[src/rtl/shm_pkg.sv]
package shm_pkg;
  typedef enum logic [1:0] {
    SRC_NONE = 2'd0,
    SRC_CPU  = 2'd1,
    SRC_PW   = 2'd2,
    SRC_RD   = 2'd3
  } src_e;
endpackage

[src/rtl/shm_strobe_sync.sv]
module shm_strobe_sync #(
  parameter int N      = 3,
  parameter int STAGES = 2
) (
  input  logic         clk,
  input  logic         rst,
  input  logic [N-1:0] pin_n,
  output logic [N-1:0] lvl_n
);
  localparam int LAST = STAGES - 1;

  for (genvar b = 0; b < N; b++) begin : g_bit
    logic [STAGES-1:0] chain;
    always_ff @(posedge clk) begin
      if (rst) chain <= '1;
      else     chain <= {chain[STAGES-2:0], pin_n[b]};
    end
    assign lvl_n[b] = chain[LAST];
  end
endmodule

[src/rtl/shm_grant.sv]
module shm_grant
  import shm_pkg::*;
(
  input  logic clk,
  input  logic rst,
  input  logic bus_idle,
  input  logic last_host,
  input  logic cpu_cand,
  input  logic pw_cand,
  input  logic rd_cand,
  output src_e grant
);
  always_comb begin
    grant = SRC_NONE;
    if (bus_idle) begin
      if (last_host && cpu_cand) grant = SRC_CPU;
      else if (pw_cand)          grant = SRC_PW;
      else if (rd_cand)          grant = SRC_RD;
      else if (cpu_cand)         grant = SRC_CPU;
    end
  end

  // a host read never passes a buffered write
  assert_drain_first_R4: assert property (@(posedge clk) disable iff (rst)
    (grant == SRC_RD) |-> !pw_cand);
endmodule

[src/rtl/shm_bus_timer.sv]
module shm_bus_timer #(
  parameter int AW      = 16,
  parameter int DW      = 16,
  parameter int WS_BITS = 2
) (
  input  logic               clk,
  input  logic               rst,
  input  logic               start,
  input  logic               start_we,
  input  logic [AW-1:0]      start_addr,
  input  logic [DW-1:0]      start_wdata,
  input  logic [WS_BITS-1:0] flash_ws,
  input  logic [WS_BITS-1:0] sram_ws,
  output logic               busy,
  output logic               done,
  output logic               mem_we,
  output logic [AW-1:0]      mem_addr,
  output logic [DW-1:0]      mem_wdata
);
  localparam int REGION_BIT = AW - 1;

  logic [WS_BITS-1:0] cnt;
  logic [WS_BITS-1:0] ws_sel;

  assign ws_sel = start_addr[REGION_BIT] ? flash_ws : sram_ws;
  assign done   = busy && (cnt == '0);

  always_ff @(posedge clk) begin
    if (rst) begin
      busy <= 1'b0;
      cnt  <= '0;
    end else if (start && !busy) begin
      busy <= 1'b1;
      cnt  <= ws_sel;
    end else if (done) begin
      busy <= 1'b0;
    end else if (busy) begin
      cnt  <= cnt - 1'b1;
    end
  end

  always_ff @(posedge clk) begin
    if (start && !busy) begin
      mem_we    <= start_we;
      mem_addr  <= start_addr;
      mem_wdata <= start_wdata;
    end
  end

  // an access in flight keeps its address and stays on the bus
  assert_hold_R2: assert property (@(posedge clk) disable iff (rst)
    (busy && !done) |=> (busy && $stable(mem_addr) && $stable(mem_we)));
endmodule

[src/rtl/shmem_arbiter.sv]
module shmem_arbiter
  import shm_pkg::*;
#(
  parameter int AW      = 16,
  parameter int DW      = 16,
  parameter int WS_BITS = 2
) (
  input  logic               clk,
  input  logic               rst,
  input  logic               host_ce_n,
  input  logic               host_oe_n,
  input  logic               host_we_n,
  input  logic [AW-1:0]      host_addr,
  input  logic [DW-1:0]      host_wdata,
  output logic [DW-1:0]      host_rdata,
  output logic               host_rdata_oe,
  output logic               host_wait_n,
  input  logic               cpu_req,
  input  logic               cpu_we,
  input  logic [AW-1:0]      cpu_addr,
  input  logic [DW-1:0]      cpu_wdata,
  output logic               cpu_ack,
  output logic [DW-1:0]      cpu_rdata,
  input  logic [WS_BITS-1:0] flash_ws,
  input  logic [WS_BITS-1:0] sram_ws,
  output logic               mem_req,
  output logic               mem_we,
  output logic [AW-1:0]      mem_addr,
  output logic [DW-1:0]      mem_wdata,
  input  logic [DW-1:0]      mem_rdata
);
  localparam int REGION_BIT = AW - 1;
  localparam int I_CE = 0;
  localparam int I_OE = 1;
  localparam int I_WE = 2;

  // strobe synchronization and request edges
  logic [2:0] strobe_s;
  shm_strobe_sync #(.N(3), .STAGES(2)) i_sync (
    .clk   (clk),
    .rst   (rst),
    .pin_n ({host_we_n, host_oe_n, host_ce_n}),
    .lvl_n (strobe_s)
  );

  logic rd_act, wr_act, rd_act_q, wr_act_q, rd_evt, wr_evt;
  assign rd_act = ~strobe_s[I_CE] & ~strobe_s[I_OE] & strobe_s[I_WE];
  assign wr_act = ~strobe_s[I_CE] & ~strobe_s[I_WE];
  assign rd_evt = rd_act & ~rd_act_q;
  assign wr_evt = wr_act & ~wr_act_q;

  always_ff @(posedge clk) begin
    if (rst) begin
      rd_act_q <= 1'b0;
      wr_act_q <= 1'b0;
    end else begin
      rd_act_q <= rd_act;
      wr_act_q <= wr_act;
    end
  end

  // arbitration
  logic pw_valid, wr_pend, rd_pend, rd_wait, last_host;
  logic [AW-1:0] pw_addr;
  logic [DW-1:0] pw_data;
  src_e grant, cur_src;
  logic bus_busy, bus_done;
  logic cpu_cand, rd_cand, pw_load;
  logic [WS_BITS-1:0] rd_ws;

  assign cpu_cand = cpu_req & ~cpu_ack;
  assign rd_cand  = rd_pend | rd_evt;
  assign pw_load  = ~pw_valid & (wr_evt | wr_pend);
  assign rd_ws    = host_addr[REGION_BIT] ? flash_ws : sram_ws;

  shm_grant i_grant (
    .clk       (clk),
    .rst       (rst),
    .bus_idle  (~bus_busy),
    .last_host (last_host),
    .cpu_cand  (cpu_cand),
    .pw_cand   (pw_valid),
    .rd_cand   (rd_cand),
    .grant     (grant)
  );

  logic          st_we;
  logic [AW-1:0] st_addr;
  logic [DW-1:0] st_wdata;

  always_comb begin
    st_we    = 1'b0;
    st_addr  = host_addr;
    st_wdata = pw_data;
    case (grant)
      SRC_CPU: begin
        st_we    = cpu_we;
        st_addr  = cpu_addr;
        st_wdata = cpu_wdata;
      end
      SRC_PW: begin
        st_we   = 1'b1;
        st_addr = pw_addr;
      end
      default: ;
    endcase
  end

  shm_bus_timer #(.AW(AW), .DW(DW), .WS_BITS(WS_BITS)) i_timer (
    .clk         (clk),
    .rst         (rst),
    .start       (grant != SRC_NONE),
    .start_we    (st_we),
    .start_addr  (st_addr),
    .start_wdata (st_wdata),
    .flash_ws    (flash_ws),
    .sram_ws     (sram_ws),
    .busy        (bus_busy),
    .done        (bus_done),
    .mem_we      (mem_we),
    .mem_addr    (mem_addr),
    .mem_wdata   (mem_wdata)
  );
  assign mem_req = bus_busy;

  // transaction state
  always_ff @(posedge clk) begin
    if (rst) begin
      pw_valid   <= 1'b0;
      wr_pend    <= 1'b0;
      rd_pend    <= 1'b0;
      rd_wait    <= 1'b0;
      last_host  <= 1'b0;
      cur_src    <= SRC_NONE;
      cpu_ack    <= 1'b0;
      cpu_rdata  <= '0;
      host_rdata <= '0;
    end else begin
      cpu_ack <= 1'b0;
      if (wr_evt && pw_valid) wr_pend <= 1'b1;
      if (pw_load) begin
        pw_valid <= 1'b1;
        wr_pend  <= 1'b0;
      end
      if (rd_evt && grant != SRC_RD) rd_pend <= 1'b1;
      if (rd_evt && !(grant == SRC_RD && rd_ws == '0)) rd_wait <= 1'b1;
      if (grant != SRC_NONE) begin
        cur_src   <= grant;
        last_host <= (grant != SRC_CPU);
      end
      if (grant == SRC_RD) rd_pend <= 1'b0;
      if (bus_done) begin
        case (cur_src)
          SRC_CPU: begin
            cpu_ack   <= 1'b1;
            cpu_rdata <= mem_rdata;
          end
          SRC_PW: pw_valid <= 1'b0;
          SRC_RD: begin
            host_rdata <= mem_rdata;
            rd_wait    <= 1'b0;
          end
          default: ;
        endcase
      end
    end
  end

  always_ff @(posedge clk) begin
    if (pw_load) begin
      pw_addr <= host_addr;
      pw_data <= host_wdata;
    end
  end

  assign host_wait_n   = ~(rd_wait | wr_pend);
  assign host_rdata_oe = ~host_ce_n & ~host_oe_n;

  // acknowledge lasts a single cycle
  assert_ack_pulse_R10: assert property (@(posedge clk) disable iff (rst)
    cpu_ack |=> !cpu_ack);

  // processor is served after a host-side grant
  assert_turn_R5: assert property (@(posedge clk) disable iff (rst)
    (!bus_busy && last_host && cpu_cand) |=> (bus_busy && cur_src == SRC_CPU));

  // WAIT on a read ends only with the read's data capture
  assert_wait_release_R6: assert property (@(posedge clk) disable iff (rst)
    $fell(rd_wait) |-> $past(bus_done && cur_src == SRC_RD));

  // a held write enters the buffer as soon as it empties
  assert_full_hold_R9: assert property (@(posedge clk) disable iff (rst)
    (wr_pend && !pw_valid) |=> (pw_valid && !wr_pend));
endmodule

[config.mk]
export PLATFORM = sky130hd
export DESIGN_NAME = shmem_arbiter
export DESIGN_NICKNAME = d
export VERILOG_FILES = /design/src/rtl/shm_pkg.sv /design/src/rtl/shm_strobe_sync.sv /design/src/rtl/shm_grant.sv /design/src/rtl/shm_bus_timer.sv /design/src/rtl/shmem_arbiter.sv
export SDC_FILE = /design/constraint.sdc
export NUM_CORES = 1
export LEC_CHECK = 0
export BUFFER_PORTS_ARGS = -buffer_cell sky130_fd_sc_hd__buf_2
export CORE_ASPECT_RATIO = 0.7
export CORE_MARGIN = 4
export CORE_UTILIZATION = 50
export DETAILED_ROUTE_END_ITERATION = 7
export PLACE_DENSITY = 0.8
export SLEW_MARGIN = 0
export SYNTH_ARGS = -nofsm -noshare
export SYNTH_HDL_FRONTEND = slang
export SYNTH_HIERARCHICAL = 1
export SYNTH_SLANG_ARGS = --single-unit
[constraint.sdc]
create_clock -name clk -period 3.9 [get_ports clk]
set_clock_uncertainty 0.05 [all_clocks]
set_input_delay 0.195 -clock clk [delete_from_list [all_inputs] [get_ports clk]]
set_output_delay 0.195 -clock clk [all_outputs]
set_load 0.05 [all_outputs]
==> After elaboration in Yosys (flattened, before gate mapping) <==
Index checks and enable logic that the tools add are counted.
{ "classes": {"reduce_logical": 20, "n_addsub": 1, "muxes": 22, "eq_ne": 9, "bitwise_logic": 22} }
{ "op_table": {"columns": ["op", "count"], "rows": [
  ["$pmux 16 s2", 1],
  ["$mux 2", 9],
  ["$mux 16", 1],
  ["$not 1->1", 11],
  ["$mux 1", 10],
  ["$and 1x1->1", 8],
  ["$eq 2x2->1 const B", 4],
  ["$logic_and 1x1->1", 7],
  ["$reduce_and 2->1", 3],
  ["$reduce_bool 2->1", 3],
  ["$reduce_or 2->1", 3],
  ["$eq 2x1->1 const B", 2],
  ["$logic_not 2->1", 2],
  ["$ne 2x1->1 const B", 2],
  ["$or 1x1->1", 3],
  ["$logic_not 1->1", 2],
  ["$ne 2x2->1 const B", 1],
  ["$pmux 1 s2", 1],
  ["$sub 2x1->2 const B", 1]
]} }
{ "totals": {"out_inout_bits": 69, "regBits": 116, "word_cells": 95, "inputBits": 91} }

==> Depth between registers and ports, before layout <==
{ "depth": {"ltp_word": 16, "depth_mapped": 14, "depth_no_buf": 11} }

==> By module <==
The synthesis kept the hierarchy.
{ "by_module_without_submodules": {"columns": ["mod", "area_each_um2", "cells_per_inst", "n_inst"], "rows": [
  ["shmem_arbiter", 3155.5, 298, 1],
  ["shm_bus_timer", 1197.4, 54, 1],
  ["shm_strobe_sync", 180.2, 15, 1],
  ["shm_grant", 36.3, 6, 1]
]} }

==> Least setup slack after synthesis <==
Ideal clock, no wire load.
{ "synth_path": {"path_type": "reg2reg", "startpoint": "register i_sync.g_bit[0].chain[1]", "endpoint": "register i_timer.mem_addr[0], enable pin", "arrival_ns": 2.505, "path_slack_ns": 0.946, "path_stages_with_launch": 10, "period_less_slack_ns": 2.954, "t_required_ns": 3.451, "path_cell_list": "dfxtp_1 > buf_4 > nor4b_2 > or2_1 > nand3b_1 > o21ai_1 > inv_1 > ha_1 > inv_1 > nor2b_2"} }
{ "synth_between": {"elab_chain_len": 11} }
{ "synth_lines": {"columns": ["item", "line_no", "rtl"], "rows": [
  ["start, declared", "shm_strobe_sync.sv:13", "logic [STAGES-1:0] chain;"],
  ["start signal, assigned", "shm_strobe_sync.sv:16", "else chain <= {chain[STAGES-2:0], pin_n[b]};"],
  ["$not 1->1", "shmem_arbiter.sv:47", "assign rd_act = ~strobe_s[I_CE] & ~strobe_s[I_OE] & strobe_s[I_WE];"],
  ["$and 1x1->1 (2 in a row)", "shmem_arbiter.sv:47", null],
  ["$and 1x1->1", "shmem_arbiter.sv:49", "assign rd_evt = rd_act & ~rd_act_q;"],
  ["$or 1x1->1", "shmem_arbiter.sv:72", "assign rd_cand = rd_pend | rd_evt;"],
  ["named net rd_cand", "shmem_arbiter.sv:68", "logic cpu_cand, rd_cand, pw_load;"],
  ["$mux 2", "shm_grant.sv:18", "else if (rd_cand) grant = SRC_RD;"],
  ["$mux 2", "shm_grant.sv:17", "else if (pw_cand) grant = SRC_PW;"],
  ["$mux 2", "shm_grant.sv:16", "if (last_host && cpu_cand) grant = SRC_CPU;"],
  ["$mux 2", "shm_grant.sv:15", "if (bus_idle) begin"],
  ["named net grant[0]", "shmem_arbiter.sv:66", "src_e grant, cur_src;"],
  ["$reduce_bool 2->1", "shmem_arbiter.sv:112", ".start (grant != SRC_NONE),"],
  ["$logic_and 1x1->1", "shm_bus_timer.sv:43", "if (start && !busy) begin"],
  ["end signal, assigned", "shm_bus_timer.sv:45", "mem_addr <= start_addr;"],
  ["end, declared", "shm_bus_timer.sv:17", "output logic [AW-1:0] mem_addr,"]
]} }
The timed path passes the listed nets, and every way through them passes these cells.
A chain may end at the register's enable or synchronous reset.

==> Final worst setup path <==
{ "layout_path": {"startpoint": "register i_sync.g_bit[2].chain[1]", "endpoint": "register i_timer.cnt[0]"} }
{ "layout_between": {"elab_chain_len": 11, "elab_cells_between_ends": 17, "cone_classes": "eq/ne: 3; mux: 7; bitwise: 3; reduce/logical: 4"} }
{ "layout_lines": {"columns": ["item", "line_no", "rtl"], "rows": [
  ["start, declared", "shm_strobe_sync.sv:13", null],
  ["start signal, assigned", "shm_strobe_sync.sv:16", null],
  ["$and 1x1->1 *", "shmem_arbiter.sv:47", null],
  ["$and 1x1->1 *", "shmem_arbiter.sv:49", null],
  ["$or 1x1->1 *", "shmem_arbiter.sv:72", null],
  ["named net rd_cand", "shmem_arbiter.sv:68", null],
  ["$mux 2 *", "shm_grant.sv:18", null],
  ["$mux 2 *", "shm_grant.sv:17", null],
  ["$mux 2 *", "shm_grant.sv:16", null],
  ["$mux 2 *", "shm_grant.sv:15", null],
  ["named net grant[0]", "shmem_arbiter.sv:66", null],
  ["$eq 2x2->1 / $eq 2x1->1 (equally long branches)", "shmem_arbiter.sv:95", "case (grant)"],
  ["$pmux 16 s2 *", "shmem_arbiter.sv:95", null],
  ["named net st_addr[15]", "shmem_arbiter.sv:88", "logic [AW-1:0] st_addr;"],
  ["$mux 2 *", "shm_bus_timer.sv:25", "assign ws_sel = start_addr[REGION_BIT] ? flash_ws : sram_ws;"],
  ["$mux 2 *", "shm_bus_timer.sv:32", "end else if (start && !busy) begin"],
  ["end signal, assigned", "shm_bus_timer.sv:34", "cnt <= ws_sel;"],
  ["end signal, assigned", "shm_bus_timer.sv:38", "cnt <= cnt - 1'b1;"],
  ["end, declared", "shm_bus_timer.sv:22", "logic [WS_BITS-1:0] cnt;"]
]} }
Mark *: on every way through the listed nets, which the timed path passes. The rest lies on a longest branch.

==> results.json <==
{
  "wl_per_cell_um": 15.8,
  "syn_inst": 373,
  "place_area_sq_mm": 0.00539,
  "report.final.slew_viol_count": 0,
  "drtIter0Drc": 297,
  "cts_max_level": 4,
  "whs_path_depth": 3,
  "vias": 3533,
  "timing.final.ws_setup_ps": 857,
  "maxSlewHeadroom": 0.249,
  "grt_first_pass_wirelength_um": 17400,
  "final_cell_mix": "159 x buf_2, 65 x nand2_1, 65 x edfxtp_1",
  "grt_pass1_vias": 3593,
  "ir_worst_vdd_uv": 403,
  "seqCellArea_sq_mm": 0.00297,
  "antenna_cells": 0,
  "rows": 28,
  "clock_latency_ps": 400,
  "fin_crit_ps": 3040,
  "start_util": 0.526,
  "timing.rr.start": "i_sync/g_bit[2].chain[1]",
  "worstMarginPinSlew_ps": 1130,
  "grt_use_total": 0.213,
  "grt_overflow": 0,
  "max_freq_mhz": 329,
  "cp.required_ps": 4170,
  "finalNonFillerCells": 713,
  "mostFrequentLayoutCell": "buf_2",
  "die_x_um": 122,
  "place_ws_ps": 917,
  "path_class": "register to register",
  "p_leak_nw": 2.66,
  "antenna_found_initial": 0,
  "setup_violations": 0,
  "root_buffer": "clkbuf_16",
  "worstHoldStart": "mem_rdata[13]",
  "multiInputGateArea_sq_mm": 0.00141,
  "finalCritPeriodShare": 0.780,
  "drive_above_1_share": 0.396,
  "cts_setup_buffers": 0,
  "num-fill-cells": 565,
  "cts_tree": "yes",
  "dp_hpwl_um": 7150,
  "powerDensity_mw_per_mm2": 548,
  "cp_max_fo": 17,
  "async_flop_share": 0,
  "io_buffer_count": 159,
  "drtAntennaViolNets": 0,
  "ys_warn_count": 6,
  "hold_path_end": "cpu_rdata[13]",
  "drv_cap": 0,
  "syn2layout_area_growth_pct": 41.7,
  "first_pass_iters": 5,
  "place.gp.congestion": 0.836,
  "ys.flop_type": "edfxtp_1",
  "vias_per_cell": 4.96,
  "ctsLongestPathBuffers": 2,
  "ios": 160,
  "yosysTopAreaCellShare": 0.427,
  "fin_nets": 678,
  "core_area_sq_mm": 0.00869,
  "cts_sinks": 116,
  "drc": 0,
  "syn_avg_cell_area_sq_um": 12.3,
  "fin_setup_tns_ps": 0,
  "ys_seq_area_frac": 0.651,
  "end_kind": "register",
  "rsz0062_at_grt": "false",
  "rrSetupSlack_ps": 860,
  "grt_max_degree": 52,
  "synth_cell_types": 42,
  "synth-edff-count": 65,
  "path_clk_slew_ps": 50,
  "yosys.area.top_type": "edfxtp_1",
  "die_area_sq_mm": 0.0108,
  "reg2reg_depth": 11,
  "finalHoldViolations": 0,
  "drt-total-wl_um": 11200,
  "placedCellCount": 632,
  "synth_nets": 470,
  "die_y_um": 88.0,
  "hold_path.class": "input port to register",
  "rr_endpoint": "i_timer/cnt[0]",
  "status": "finished clean",
  "synthTopCellsByArea": "edfxtp_1 43%, dfxtp_1 22%, nand2_1 5.3%",
  "synth.ff_latch_count": 116,
  "cts_made_buffers": 17,
  "cp-start-kind": "register",
  "design_area_sq_mm": 0.00647,
  "critical_path_arrival_ps": 3310,
  "synth_area_sq_mm": 0.00457
}
layer usage:
layer | vias up | wire [um] | GRT usage
met3 | 14 | 800 | 0.0639
met5 | - | 0 | 0
met1 | 1651 | 4430 | 0.238
li1 | 1730 | - | -
met2 | 138 | 5830 | 0.381
met4 | 0 | 183 | 0.0945
cells by family (layout without fill, tap and decap cells):
family                   count (synthesis)  in the layout  synth area share
flip-flops                             116            116             0.651
adder cells (fa/ha/maj)                  6              6            0.0164
XOR/XNOR                                 1              1           0.00192
AO/OA/AOI/OAI                           75             75             0.115
AND/OR/NAND/NOR                        123            123             0.125
multiplexers                            20             20            0.0482
buffers and inverters                   32            252            0.0433
registers in the layout, indices dropped and copies added (netlist names), 2 cells and up:
signal,cells
i_timer/mem_addr,16
pw_addr,16
i_sync/g_bit.chain,6
cur_src,2
cpu_rdata,16
i_timer/mem_wdata,16
pw_data,16
i_timer/cnt,2
host_rdata,16
how the worst max path moves through the flow:
stage | startpoint | to | slack (ps) | cells past startpoint
6_report | i_sync/g_bit[2].chain[1] | i_timer/cnt[0] | 860 | 11
5_1_grt | i_sync/g_bit[0].chain[1] | i_timer/cnt[1] | 660 | 12
3_5_place_dp | i_sync/g_bit[0].chain[1] | i_timer/cnt[0] | 920 | 12
4_1_cts | i_sync/g_bit[0].chain[1] | i_timer/cnt[0] | 910 | 12
3_3_place_gp | i_sync/g_bit[0].chain[1] | i_timer/cnt[0] | 1180 | 12
2_1_floorplan | i_sync/g_bit[0].chain[1] | i_timer/mem_addr[0] | 950 | 9
stage by stage:
stage          hold WS (ps)  utilization  power, mW
3_3_place_gp            322        0.620       2.00
4_1_cts              0.0199        0.745       3.57
5_1_grt                20.9        0.745       3.68
6_report               17.7        0.745       3.55
2_1_floorplan           214            -       1.87
3_5_place_dp            323        0.620       2.02
synth_stat cells (all sizes together) (2+ instances only):
cell type and count:
o211a 2, mux2i 4, buf 20, edfxtp 65, a22oi 16, nor2 28
nand2 67, dfxtp 51, or2 7, nand3b 2, clkbuf 4, nor2b 5
mux2 16, a21oi 51, nor3 4, a221oi 2, nor3b 2, ha 6
nor4b 2, inv 8
power by group:
part,switching [mW],leakage (nW),internal (mW)
registers,0.0289,1.02,1.39
clock network,0.496,0.291,1.01
logic,0.418,1.35,0.198
critical path, stage by stage, from the launching register on:
cell and delay, ps:
dfxtp_1 320, nor4b_2 170, or2_1 250, nand3b_1 90, o21ai_1 130, inv_1 120, ha_1 590, a22oi_1 220
a21oi_1 440, mux2i_1 170, a211o_1 310, a21oi_1 120
timing repair:
action                                 4_1_cts  5_1_grt
gates resized for setup                      0        0
hold buffers                                50        0
endpoints found under the hold margin       61        0
final cells by class:
type | instances | area share
Clock buffer | 28 | 0.0848
Clock inverter | 3 | 0.00618
Inverter | 8 | 0.00464
Multi-Input combinational cell | 225 | 0.217
Sequential cell | 116 | 0.459
Tap cell | 120 | 0.0232
Timing Repair Buffer | 213 | 0.205
Note: power is estimated with default switching activity, not from simulation.
